File: config.mk
export PLATFORM = sky130hd
export DESIGN_NAME = mdr_matrix_remap
export DESIGN_NICKNAME = d
export VERILOG_FILES = /design/src/rtl/mdr_pkg.sv /design/src/rtl/mdr_nest_walk.sv /design/src/rtl/mdr_index_calc.sv /design/src/rtl/mdr_matrix_remap.sv
export SDC_FILE = /design/constraint.sdc
export NUM_CORES = 1
export LEC_CHECK = 0
export ABC_AREA = 1
export BUFFER_PORTS_ARGS = -buffer_cell sky130_fd_sc_hd__buf_2
export CAP_MARGIN = 20
export CORE_ASPECT_RATIO = 1.2
export CORE_UTILIZATION = 47
export DETAILED_ROUTE_END_ITERATION = 12
export PLACE_DENSITY = 0.76
export RECOVER_POWER = 50
export SYNTH_ARGS = -nofsm -noshare
export SYNTH_HDL_FRONTEND = slang
export SYNTH_SLANG_ARGS = --single-unit
File: constraint.sdc
create_clock -name clk -period 14.3 [get_ports clk]
set_clock_uncertainty 0.2 [all_clocks]
set_input_delay 2.86 -clock clk [delete_from_list [all_inputs] [get_ports clk]]
set_output_delay 2.86 -clock clk [all_outputs]
set_load 0.02 [all_outputs]
File: src/rtl/mdr_pkg.sv
package mdr_pkg;

  localparam int AXES  = 3;
  localparam int DIM_W = 6;

  typedef logic [1:0] axis_t;

  typedef struct packed {
    logic [1:0]       mode;
    logic [1:0]       skip;
    logic [3:0]       ofs;
    logic [2:0]       inv;
    logic [2:0]       perm;
    logic [DIM_W-1:0] zsz;
    logic [DIM_W-1:0] ysz;
    logic [DIM_W-1:0] xsz;
  } shape_t;

  // Axis found at nesting position pos (0 = innermost) for a permute code.
  function automatic axis_t nest_axis(input logic [2:0] perm, input int pos);
    logic [5:0] ord; // {outer, middle, inner}
    case (perm)
      3'b001:  ord = {2'd1, 2'd2, 2'd0};
      3'b010:  ord = {2'd2, 2'd0, 2'd1};
      3'b011:  ord = {2'd0, 2'd2, 2'd1};
      3'b100:  ord = {2'd1, 2'd0, 2'd2};
      3'b101:  ord = {2'd0, 2'd1, 2'd2};
      default: ord = {2'd2, 2'd1, 2'd0};
    endcase
    return ord[2*pos +: 2];
  endfunction

  function automatic logic [DIM_W-1:0] axis_size(input shape_t sh, input axis_t a);
    case (a)
      2'd1:    return sh.ysz;
      2'd2:    return sh.zsz;
      default: return sh.xsz;
    endcase
  endfunction

endpackage

File: src/rtl/mdr_nest_walk.sv
module mdr_nest_walk
  import mdr_pkg::*;
#(
  parameter int CW = DIM_W
) (
  input  logic                      clk,
  input  logic                      rst_n,
  input  logic                      clr,
  input  logic                      adv,
  input  logic [AXES-1:0][CW-1:0]   lim,
  output logic [AXES-1:0][CW-1:0]   cnt
);

  logic [AXES:0]             inc;
  logic [AXES-1:0]           wrap;
  logic [AXES-1:0][CW-1:0]   cnt_nx;

  assign inc[0] = adv;

  for (genvar p = 0; p < AXES; p++) begin : g_pos
    assign wrap[p]  = (cnt[p] == lim[p]);
    assign inc[p+1] = inc[p] & wrap[p];

    always_comb begin
      if (clr)
        cnt_nx[p] = '0;
      else if (inc[p])
        cnt_nx[p] = wrap[p] ? '0 : cnt[p] + 1'b1;
      else
        cnt_nx[p] = cnt[p];
    end

    always_ff @(posedge clk or negedge rst_n) begin
      if (!rst_n)
        cnt[p] <= '0;
      else if (clr | inc[p])
        cnt[p] <= cnt_nx[p];
    end


    cnt_in_range_chk: assert property (@(posedge clk) disable iff (!rst_n)
      cnt[p] <= lim[p]);
  end

endmodule

File: src/rtl/mdr_index_calc.sv
module mdr_index_calc
  import mdr_pkg::*;
#(
  parameter int CW = DIM_W,
  parameter int IW = 19
) (
  input  logic [AXES-1:0][CW-1:0] cnt,
  input  logic [AXES-1:0][CW-1:0] lim,
  input  axis_t [AXES-1:0]        ax,
  input  logic [2:0]              inv,
  input  logic [1:0]              skip,
  input  logic [3:0]              ofs,
  output logic [IW-1:0]           idx
);

  logic [IW-1:0] stride [0:AXES];
  logic [IW-1:0] term   [0:AXES-1];

  assign stride[0] = IW'(1);

  for (genvar p = 0; p < AXES; p++) begin : g_term
    logic [CW-1:0] val;
    logic          keep;
    assign val  = inv[ax[p]] ? (lim[p] - cnt[p]) : cnt[p];
    assign keep = (skip != (ax[p] + 2'd1));
    assign term[p]     = keep ? IW'(val) * stride[p] : '0;
    assign stride[p+1] = keep ? stride[p] * (IW'(lim[p]) + IW'(1)) : stride[p];
  end

  assign idx = term[0] + term[1] + term[2] + IW'(ofs);

endmodule

File: src/rtl/mdr_matrix_remap.sv
module mdr_matrix_remap
  import mdr_pkg::*;
#(
  parameter int VL_W  = 7,
  parameter int IDX_W = 19
) (
  input  logic             clk,
  input  logic             rst_n,
  input  logic             start_i,
  input  logic [VL_W-1:0]  vl_i,
  input  logic [31:0]      shape_i,
  input  logic             step_i,
  output logic             idx_valid_o,
  output logic [IDX_W-1:0] idx_o,
  output logic             done_o
);

  shape_t          shape_q;
  logic [VL_W-1:0] vl_q, step_q, step_n, step_inc;
  logic            act_q, act_n, done_q, done_n;
  logic            adv;

  logic [AXES-1:0][DIM_W-1:0] lim, cnt;
  axis_t [AXES-1:0]           ax;
  logic [IDX_W-1:0]           mat_idx;

  assign adv      = act_q & ~done_q & step_i;
  assign step_inc = step_q + 1'b1;

  always_comb begin
    act_n  = act_q;
    done_n = done_q;
    step_n = step_q;
    if (start_i) begin
      act_n  = 1'b1;
      done_n = (vl_i == '0);
      step_n = '0;
    end else if (adv) begin
      step_n = step_inc;
      done_n = (step_inc == vl_q);
    end
  end

  always_ff @(posedge clk or negedge rst_n) begin
    if (!rst_n) begin
      act_q  <= 1'b0;
      done_q <= 1'b0;
      step_q <= '0;
    end else begin
      act_q  <= act_n;
      done_q <= done_n;
      step_q <= step_n;
    end
  end

  always_ff @(posedge clk or negedge rst_n) begin
    if (!rst_n) begin
      shape_q <= '0;
      vl_q    <= '0;
    end else if (start_i) begin
      shape_q <= shape_t'(shape_i);
      vl_q    <= vl_i;
    end
  end

  for (genvar p = 0; p < AXES; p++) begin : g_nest
    assign ax[p]  = nest_axis(shape_q.perm, p);
    assign lim[p] = axis_size(shape_q, ax[p]);
  end

  mdr_nest_walk #(.CW(DIM_W)) u_walk (
    .clk   (clk),
    .rst_n (rst_n),
    .clr   (start_i),
    .adv   (adv & ~start_i),
    .lim   (lim),
    .cnt   (cnt)
  );

  mdr_index_calc #(.CW(DIM_W), .IW(IDX_W)) u_calc (
    .cnt  (cnt),
    .lim  (lim),
    .ax   (ax),
    .inv  (shape_q.inv),
    .skip (shape_q.skip),
    .ofs  (shape_q.ofs),
    .idx  (mat_idx)
  );

  assign idx_valid_o = act_q & ~done_q;
  assign done_o      = done_q;
  assign idx_o       = (shape_q == '0) ? IDX_W'(step_q) : mat_idx;


  start_arm_chk: assert property (@(posedge clk) disable iff (!rst_n)
    start_i |=> (idx_valid_o || done_o));


  idle_hold_chk: assert property (@(posedge clk) disable iff (!rst_n)
    (idx_valid_o && !step_i && !start_i) |=> (idx_valid_o && $stable(idx_o)));


  done_hold_chk: assert property (@(posedge clk) disable iff (!rst_n)
    (done_o && !start_i) |=> (done_o && !idx_valid_o));


  bypass_count_chk: assert property (@(posedge clk) disable iff (!rst_n)
    (shape_q == '0 && adv && !start_i) |=> (done_o || idx_o == $past(idx_o) + 1'b1));

endmodule

=== Word-level counts from Yosys, hierarchy flattened ===
Index checks and enable logic that the tools add are counted.

* Reductions and logical operators: 9
* $add $sub $neg: 15
* Muxes and demuxes: 32
* Bitwise logic cells: 10
* $lt $le $gt $ge: 3
* Equal/unequal tests: 18
* $mul: 3

{| class="wikitable"
|+ Operator list
! cell !! count
|-
| 2-to-1 mux 19 bit || 5
|-
| 2-to-1 mux 6 bit || 13
|-
| adder 19 bit || 2
|-
| multiplier 6 x 19 -> 19 bit || 2
|-
| case mux 6 bit (2 select lines) || 3
|-
| zero test 32 bit || 1
|-
| case mux 6 bit (5 select lines) || 1
|-
| adder 19 x 4 -> 19 bit || 1
|-
| multiplier 19 x 19 -> 19 bit || 1
|-
| adder 6 x 1 -> 6 bit, second input constant || 3
|-
| equality test 6 bit || 3
|-
| subtractor 6 bit || 3
|-
| adder 6 x 1 -> 7 bit, second input constant || 2
|-
| 2-to-1 mux 7 bit || 2
|-
| < comparator 2 x 3 -> 1 bit, second input constant || 3
|-
| nonzero test 2 bit || 4
|-
| adder 7 x 1 -> 7 bit, second input constant || 1
|-
| equality test 7 bit || 1
|-
| zero test 7 bit || 1
|-
| adder 2 x 1 -> 2 bit, second input constant || 3
|-
| binary-select mux 1 bit (select 2 bit) || 3
|-
| equality test 2 x 1 -> 1 bit, second input constant || 3
|-
| equality test 2 bit, second input constant || 3
|-
| equality test 3 x 2 -> 1 bit, second input constant || 2
|-
| other kinds (8) || 24
|}

* Input port bits: 43
* Output and inout bits: 21
* Register bits after elaboration: 66

=== Logic depth before layout (Yosys ltp) ===
Gate-level depths: netlist of the first run.

* Depth in word-level cells: 13
* Mapped depth: 64
* Depth with buffers taken out: 62

=== Modules after synthesis ===
A second synthesis of the first run with hierarchy kept.

* Cell total of the unflattened synthesis: 1755
* Area total of the unflattened synthesis: 12190.4 sq um

{| class="wikitable"
|+ Modules (own cells, without submodules)
! module !! sequential area each (sq um) !! area an instance (sq um) !! instances !! cells each
|-
| mdr_index_calc || 0.0 || 7800.0 || 1 || 1133
|-
| mdr_matrix_remap || 1201.2 || 3032.9 || 1 || 409
|-
| mdr_nest_walk || 450.4 || 1357.6 || 1 || 213
|}

=== Worst setup path before layout of the first run ===
OpenSTA, ideal clock, no wires.

* Kind: flip-flop to output port
* From: register shape_q[19] (netlist bit)
* To: output idx_o[18]
* Stages on the path, launching flop included: 57
* Data required time: 11.240 ns
* Data arrival time: 11.041 ns
* Path slack: 0.199 ns
* Cell sequence: dfrtp_1 > inv_2 > ha_1 > buf_6 > inv_2 > o21ai_2 > nand2_2 > inv_2 > ha_1 > inv_1 > clkbuf_1 > o221ai_1 > o21ai_0 > inv_1 > ha_1 > xor2_1 > nor2_1 > fa_1 > (+21 left out) > nand2_1 > o21a_1 > a21boi_0 > o21ai_0 > nand2_1 > xnor2_1 > nor2_1 > ha_1 > ha_1 > ha_1 > nand2_1 > nor2_1 > nand4_1 > o21ai_0 > nand4_1 > nor2_1 > nor2_1 > nor2_1

* Longest elaborated chain between the ends: 13

{| class="wikitable"
|+ RTL lines
! item !! line !! RTL
|-
| start, declared || mdr_matrix_remap.sv:18 || <nowiki>shape_t shape_q;</nowiki>
|-
| start signal, assigned || mdr_matrix_remap.sv:61 || <nowiki>shape_q <= shape_t'(shape_i);</nowiki>
|-
| equality test 3 bit (tied with other cells) || mdr_pkg.sv:22 || <nowiki>case (perm)</nowiki>
|-
| case mux 6 bit (5 select lines) || mdr_pkg.sv:22 ||
|-
| equality test 2 bit or equality test 2 x 1 -> 1 bit (tied branches) || mdr_pkg.sv:34 || <nowiki>case (a)</nowiki>
|-
| case mux 6 bit (2 select lines) || mdr_pkg.sv:34 ||
|-
| adder 6 x 1 -> 7 bit || mdr_index_calc.sv:27 || <nowiki>assign stride[p+1] = keep ? stride[p] * (IW'(lim[p]) + IW'(1)) : stride[p];</nowiki>
|-
| 2-to-1 mux 19 bit || mdr_index_calc.sv:27 ||
|-
| multiplier 19 x 19 -> 19 bit || mdr_index_calc.sv:27 ||
|-
| 2-to-1 mux 19 bit || mdr_index_calc.sv:27 ||
|-
| multiplier 6 x 19 -> 19 bit || mdr_index_calc.sv:26 || <nowiki>assign term[p] = keep ? IW'(val) * stride[p] : '0;</nowiki>
|-
| 2-to-1 mux 19 bit || mdr_index_calc.sv:26 ||
|-
| adder 19 bit || mdr_index_calc.sv:30 || <nowiki>assign idx = term[0] + term[1] + term[2] + IW'(ofs);</nowiki>
|-
| adder 19 x 4 -> 19 bit || mdr_index_calc.sv:30 ||
|-
| 2-to-1 mux 19 bit * || mdr_matrix_remap.sv:92 || <nowiki>assign idx_o = (shape_q == '0) ? IDX_W'(step_q) : mat_idx;</nowiki>
|-
| end, declared || mdr_matrix_remap.sv:14 || <nowiki>output logic [IDX_W-1:0] idx_o,</nowiki>
|}

Mark *: on every way between the ends. The rest lies on a longest branch, timed or not. The select of a mux whose other input is x is not followed.

=== Final worst setup path of the first run ===
* From: register shape_q[20] (netlist bit)
* To: output idx_o[18]

The elaborated chain is that of the path after synthesis.

==> results.md, run 1 <==
* Status: finished, violations left
* Failing checks: capacitance limit, slew limit
* Number of global-route vias before repair at 11019
* Hold WC Path Type: reg2reg
* Core Region at 24200 um2
* Layout overhead on the synthesized area at 15.8%
* Max Cap Viol at 2
* Most common cell on crit path: fa_1
* Worst reg-to-reg setup slack at 10.14 ns
* Synth Cell Area at 11700 um2
* Initial Util at 48.3%
* Layout Cells excl Fill at 2051
* GPL Wtd Cong at 0.997
* Hold buffer count at CTS at 0
* CP top delay family: adder cells
* H-tree Lvls at 3
* Vias per inst at 5.35
* Final WL at 30400 um
* CTS Buf Count at 9
* Worst skew pair latency at 0.34 ns
* Worst path slowest cell: fa_1
* All-Layer GR Usage at 24.4%
* Top cells by area, synth: fa_1, ha_1, dfrtp_1
* Antenna diodes at 0
* Post-synth top cells: nand2_1, inv_1, nor2_1
* Worst Hold Launch: act_q$_DFFE_PN0P_
* Clk pin slew, worst setup/hold paths at 0.05 ns
* Final setup violation count at 0
* Pin count of the biggest net entering global routing at 67
* Initial antenna violation count at 0
* Clock Root Buffer: clkbuf_16
* Period minus WS final at 13.81 ns
* Reg2reg start: shape_q[20]$_DFFE_PN0P_
* Worst Hold End: act_q$_DFFE_PN0P_
* Chip width at 146 um
* Filler cells at 2249
* Final core utilization at 56.0%
* Worst-path fanout max at 8
* Placed Cells at 2015
* Sequential Area at 1650 um2
* Most frequent cell after synthesis: nand2_1
* Seq cells post-synth at 66
* Worst Path Buf+Inv at 13
* Reg2reg end: u_walk.cnt[16]$_DFFE_PN0P_
* Via count at 10969
* Synth cell types at 51
* Multi-input gate area at 9240 um2
* Syn Area/Cell at 7.22 um2
* Max Freq at 72.4 MHz
* CP endpoint kind: output port
* Final Hold Fails at 0
* Drt pass-1 iters at 5
* First-pass GRT wire length at 50800 um
* DRC at 0
* WS Path Type: reg2out
* Normalized max-slew margin at -132%
* Io pins at 64
* Hold depth at 2
* Asr flop ratio synth at 100%
* Die Y-Extent at 175 um
* Layout cells sized above 1 at 16.3%
* Max-slew violation count at 132
* Syn nets at 1920
* Unrepaired setup endpoints after global routing: true
* Final period util at 96.6%
* Synthesized instance count at 1621
* Post-layout net count at 2026
* Yosys top cell by area: fa_1
* Gr ovfl total at 0
* Primary FF master, synth: dfrtp_1
* Worst reg2reg path depth at 22
* Ys Warns at 0
* Startpoint types: flop
* EDFF count, synth at 0
* # clock sinks at 66
* Seq/Total Area, Yosys at 14.1%
* Final ANT Viol Nets at 0
* # rows at 62
* Clock Path Buffers at 2
* Hold slack at 0.254 ns
* Critical Path Max Stage Delay at 0.55 ns
* I/O Buffers at 63
* Full die area at 25500 um2
* Dpl hpwl at 24900 um
* Top cell type's share of synthesized area at 19.3%
* Wire length per cell at 14.8 um
* Worst slew pin tran at 3.49 ns
* CTS tree: built
* Worst Path Arrival at 10.75 ns
* Initial DRC count at 497
* CP Data Required Time at 11.24 ns
worst reg2reg max path, stage by stage, from the launching register on:
cell,delay [ns]
dfrtp_2,0.46
ha_4,0.31
inv_2,0.04
o21ai_2,0.06
nand2_2,0.10
inv_4,0.08
ha_4,0.21
inv_4,0.08
buf_6,0.13
o221ai_1,0.10
o21ai_1,0.16
inv_1,0.14
buf_4,0.16
ha_1,0.36
nand2_1,0.09
nor2_1,0.09
nand4_1,0.18
nand2_1,0.16
nand2_1,0.32
nor3_1,0.37
nand2_1,0.08
nor2_1,0.09
nor3_1,0.05
state kept, by name (all words and copies together), names as in the netlist:
signal,count
done_o,1
u_walk.cnt,18
vl_q,7
step_q,7
shape_q,32
act_q,1
logic make-up after synthesis:
family | share of synthesized area (%)
xor gates and xnor gates | 3.81
AOI/OAI and AO/OA | 11.9
and+or+nand+nor | 24.4
buffers and inverters | 11.1
DFF | 14.1
adders and majority gates | 34.6
metrics by stage:
step           area, um2  setup WS, ns  TNS (ns)
2_1_floorplan      11700         0.199         0
6_report           13500         0.493         0
3_3_place_gp       12600         0.295         0
3_5_place_dp       12600       -0.0408   -0.0408
4_1_cts            13000        0.0100         0
5_1_grt            13500        -0.130    -0.254
final cells by class:
class                      instances  share of cell area (%)
multi-input combinational       1216                    68.2
timing repair buffer             125                    5.82
inverter                         309                    8.62
clock buffer                      11                    1.87
clock inverter                     4                   0.379
tap                              320                    2.96
sequential                        66                    12.2
layout by cell type (no fill, tap or decap), drive strengths merged, types with 2 or more instances in the layout:
| master | n |
|---|---|
| buf | 123 |
| nand3b | 4 |
| or2 | 8 |
| clkbuf | 13 |
| o21a | 5 |
| nand3 | 52 |
| nor3b | 2 |
| a31oi | 5 |
| dfrtp | 66 |
| o41ai | 2 |
| nand2 | 338 |
| ha | 143 |
| nor4 | 9 |
| clkinv | 5 |
| o211ai | 5 |
| o21bai | 2 |
| xor2 | 32 |
| nor2 | 211 |
| inv | 306 |
| xnor2 | 18 |
| a211oi | 4 |
| a21boi | 2 |
| o21ai | 109 |
| a21o | 4 |
| o22ai | 17 |
| nand4 | 18 |
| fa | 113 |
| nor3 | 19 |
| a21oi | 79 |
| o31ai | 2 |
| o221ai | 8 |
how the worst max path moves through the flow:
stage          slack [ns]         to                    start  cells after the start
6_report             0.49  idx_o[18]  shape_q[20]$_DFFE_PN0P_                     57
5_1_grt             -0.13  idx_o[17]  shape_q[20]$_DFFE_PN0P_                     59
4_1_cts              0.01  idx_o[18]  shape_q[20]$_DFFE_PN0P_                     62
3_5_place_dp        -0.04  idx_o[18]  shape_q[20]$_DFFE_PN0P_                     56
3_3_place_gp         0.29  idx_o[18]  shape_q[20]$_DFFE_PN0P_                     59
2_1_floorplan        0.20  idx_o[18]  shape_q[19]$_DFFE_PN0P_                     56
timing repair:
item                       in CTS  in global routing
resized for setup              19                114
pin swaps                       3                 56
setup endpoints to repair       3                 10
buffers inserted                1                 20
metal layers:
layer / wire length [um] / global-route usage, %
met1: 12500 / 28.2
met5: 0 / 0
met4: 1450 / 12.0
met2: 15300 / 44.9
met3: 1180 / 2.30
Power of run 1 is not shown: default switching activity piles up to over one toggle a cycle in this logic, so the estimate is an artifact.
==> run 2: changes to the inputs <==
==> constraint.sdc (replaced) <==
create_clock -name clk -period 14.3 [get_ports clk]
set_clock_uncertainty 0.2 [all_clocks]
set_input_delay 2.145 -clock clk [delete_from_list [all_inputs] [get_ports clk]]
set_output_delay 2.145 -clock clk [all_outputs]
set_load 0.05 [all_outputs]
==> run 2 against run 1 <==
Against the previous run:
- the run still ends with capacitance limit, slew limit left
- core utilization shrank 2.2 points
- clock-buffer cell count decreased by 1
- fmax grew 1.8%
- sequential share of layout area is 0.49 points higher
- non-clock buffer count shrank 31
- global-route usage grew 0.36 points
- first-iteration DRC count shrank 5.8%
- sequential cell count did not move
- critical path type unchanged
==> results.md, run 2 (same netlist as run 1, synthesis figures left out) <==
* Status: finished, violations left
* Failing checks: capacitance limit, slew limit
* CTS Buf Count at 9
* Biggest regs: shape_q (32), u_walk.cnt (18)
* Number of global-route vias before repair at 11106
* First-pass GRT wire length at 51500 um
* Final setup margin at 0.732 ns
* Vias per inst at 5.29
* Initial Util at 48.3%
* Worst path slowest cell: fa_1
* Core Region at 24200 um2
* CP endpoint kind: output port
* Max Freq at 73.7 MHz
* Filler cells at 2353
* Startpoint types: flop
* Post-layout net count at 1996
* Critical Path Max Stage Delay at 0.55 ns
* Pre-CTS WS at 0.120 ns
* Final setup violation count at 0
* Final period util at 94.9%
* WS Path Type: reg2out
* Die Y-Extent at 175 um
* Antenna diodes at 0
* All-Layer GR Usage at 24.7%
* CP Data Required Time at 11.95 ns
* Worst Path Buf+Inv at 10
* CTS tree: built
* Final WL at 29900 um
* Layout Cells excl Fill at 2022
* Chip width at 146 um
* # rows at 62
* Drt pass-1 iters at 5
* Max-slew violation count at 132
* Most frequent cells in the layout: nand2_1, inv_1, nor2_1
* Final Hold Fails at 0
* Period minus WS final at 13.57 ns
* Reg2reg start: shape_q[20]$_DFFE_PN0P_
* # clock sinks at 66
* Crit path launch: shape_q[20]$_DFFE_PN0P_
* Layout overhead on the synthesized area at 11.3%
* Top reg by flops: shape_q
* Gr ovfl total at 0
* GPL Wtd Cong at 0.938
* Max Cap Viol at 2
* H-tree Lvls at 3
* Worst slew pin tran at 3.52 ns
* Initial antenna violation count at 0
* Wire length per cell at 14.8 um
* Via count at 10704
* CP top delay family: adder cells
* Worst Path Arrival at 11.22 ns
* Clk pin slew, worst setup/hold paths at 0.05 ns
* Io pins at 64
* Clock Root Buffer: clkbuf_16
* Dpl hpwl at 24900 um
* Pin count of the biggest net entering global routing at 67
* DRC at 0
* Worst-path fanout max at 9
* Worst Hold Launch: shape_q[30]$_DFFE_PN0P_
* Max reg flops at 32
* Most common cell after layout, fill and taps aside: nand2_1
* Layout cells sized above 1 at 11.6%
* Hold WC Path Type: reg2reg
* Final ANT Viol Nets at 0
* Full die area at 25500 um2
* Normalized max-slew margin at -135%
* Placed Cells at 1996
* I/O Buffers at 63
* Initial DRC count at 468
* Worst skew pair latency at 0.33 ns
* Clock Path Buffers at 2
==> run 2: final timing paths <==
| kind | endpoint | slack (ns) | cells past startpoint |
|---|---|---|---|
| hold / removal | shape_q[30]$_DFFE_PN0P_ | 0.28 | 2 |
| hold reg to reg | shape_q[30]$_DFFE_PN0P_ | 0.28 | 2 |
| setup reg to reg | u_walk.cnt[16]$_DFFE_PN0P_ | 10.14 | 19 |
| setup / recovery | idx_o[18] | 0.73 | 53 |
| max in group asynchronous | shape_q[20]$_DFFE_PN0P_ | 8.74 | 2 |
| min in group asynchronous | vl_q[6]$_DFFE_PN0P_ | 2.90 | 2 |
==> run 2: layout make-up <==
cell class                      count  area (um2)  area share (%)
Clock buffer                       10         239            1.84
Clock inverter                      6        65.1           0.500
Inverter                          309        1170            8.96
Multi-Input combinational cell   1216        8940            68.7
Sequential cell                    66        1650            12.7
Tap cell                          320         400            3.07
Timing Repair Buffer               94         548            4.21
Timing Repair inverter              1        7.51          0.0576
==> run 2: worst reg2reg max path: cells and delay by family, from the launching register on <==
| family | cells | cell delay (ns) |
|---|---|---|
| AND/OR/NAND/NOR | 10 | 1.48 |
| buffers and inverters | 4 | 0.46 |
| adder cells (fa/ha/maj) | 3 | 1.08 |
| flip-flops | 1 | 0.45 |
| AO/OA/AOI/OAI | 2 | 0.37 |
==> run 2: metal layers <==
| layer | vias to the layer above | global-route usage [%] | share of wire [%] |
|---|---|---|---|
| met1 | 5073 | 28.4 | 41 |
| li1 | 5289 | - | - |
| met5 | - | 0 | 0 |
| met3 | 82 | 2.19 | 3.5 |
| met2 | 260 | 46.6 | 51 |
| met4 | 0 | 10.7 | 4.2 |
==> run 2: stage by stage <==
step,TNS (ns),area [um2],utilization (%),hold WS [ns]
2_1_floorplan,0,11700,-,0.223
3_3_place_gp,0,12400,51.4,0.235
3_5_place_dp,0,12400,51.4,0.241
4_1_cts,0,12800,52.7,0.278
5_1_grt,-0.139,13000,53.8,0.293
6_report,0,13000,53.8,0.276
==> run 2: what timing repair did <==
action                     in CTS  in global routing
cloned                          0                  1
buffers inserted                0                  9
hold buffers                    0                  0
setup endpoints to repair       3                  8
resized for setup               5                 54
pin swaps                       0                  8
Power of run 2 is left out for the same reason.
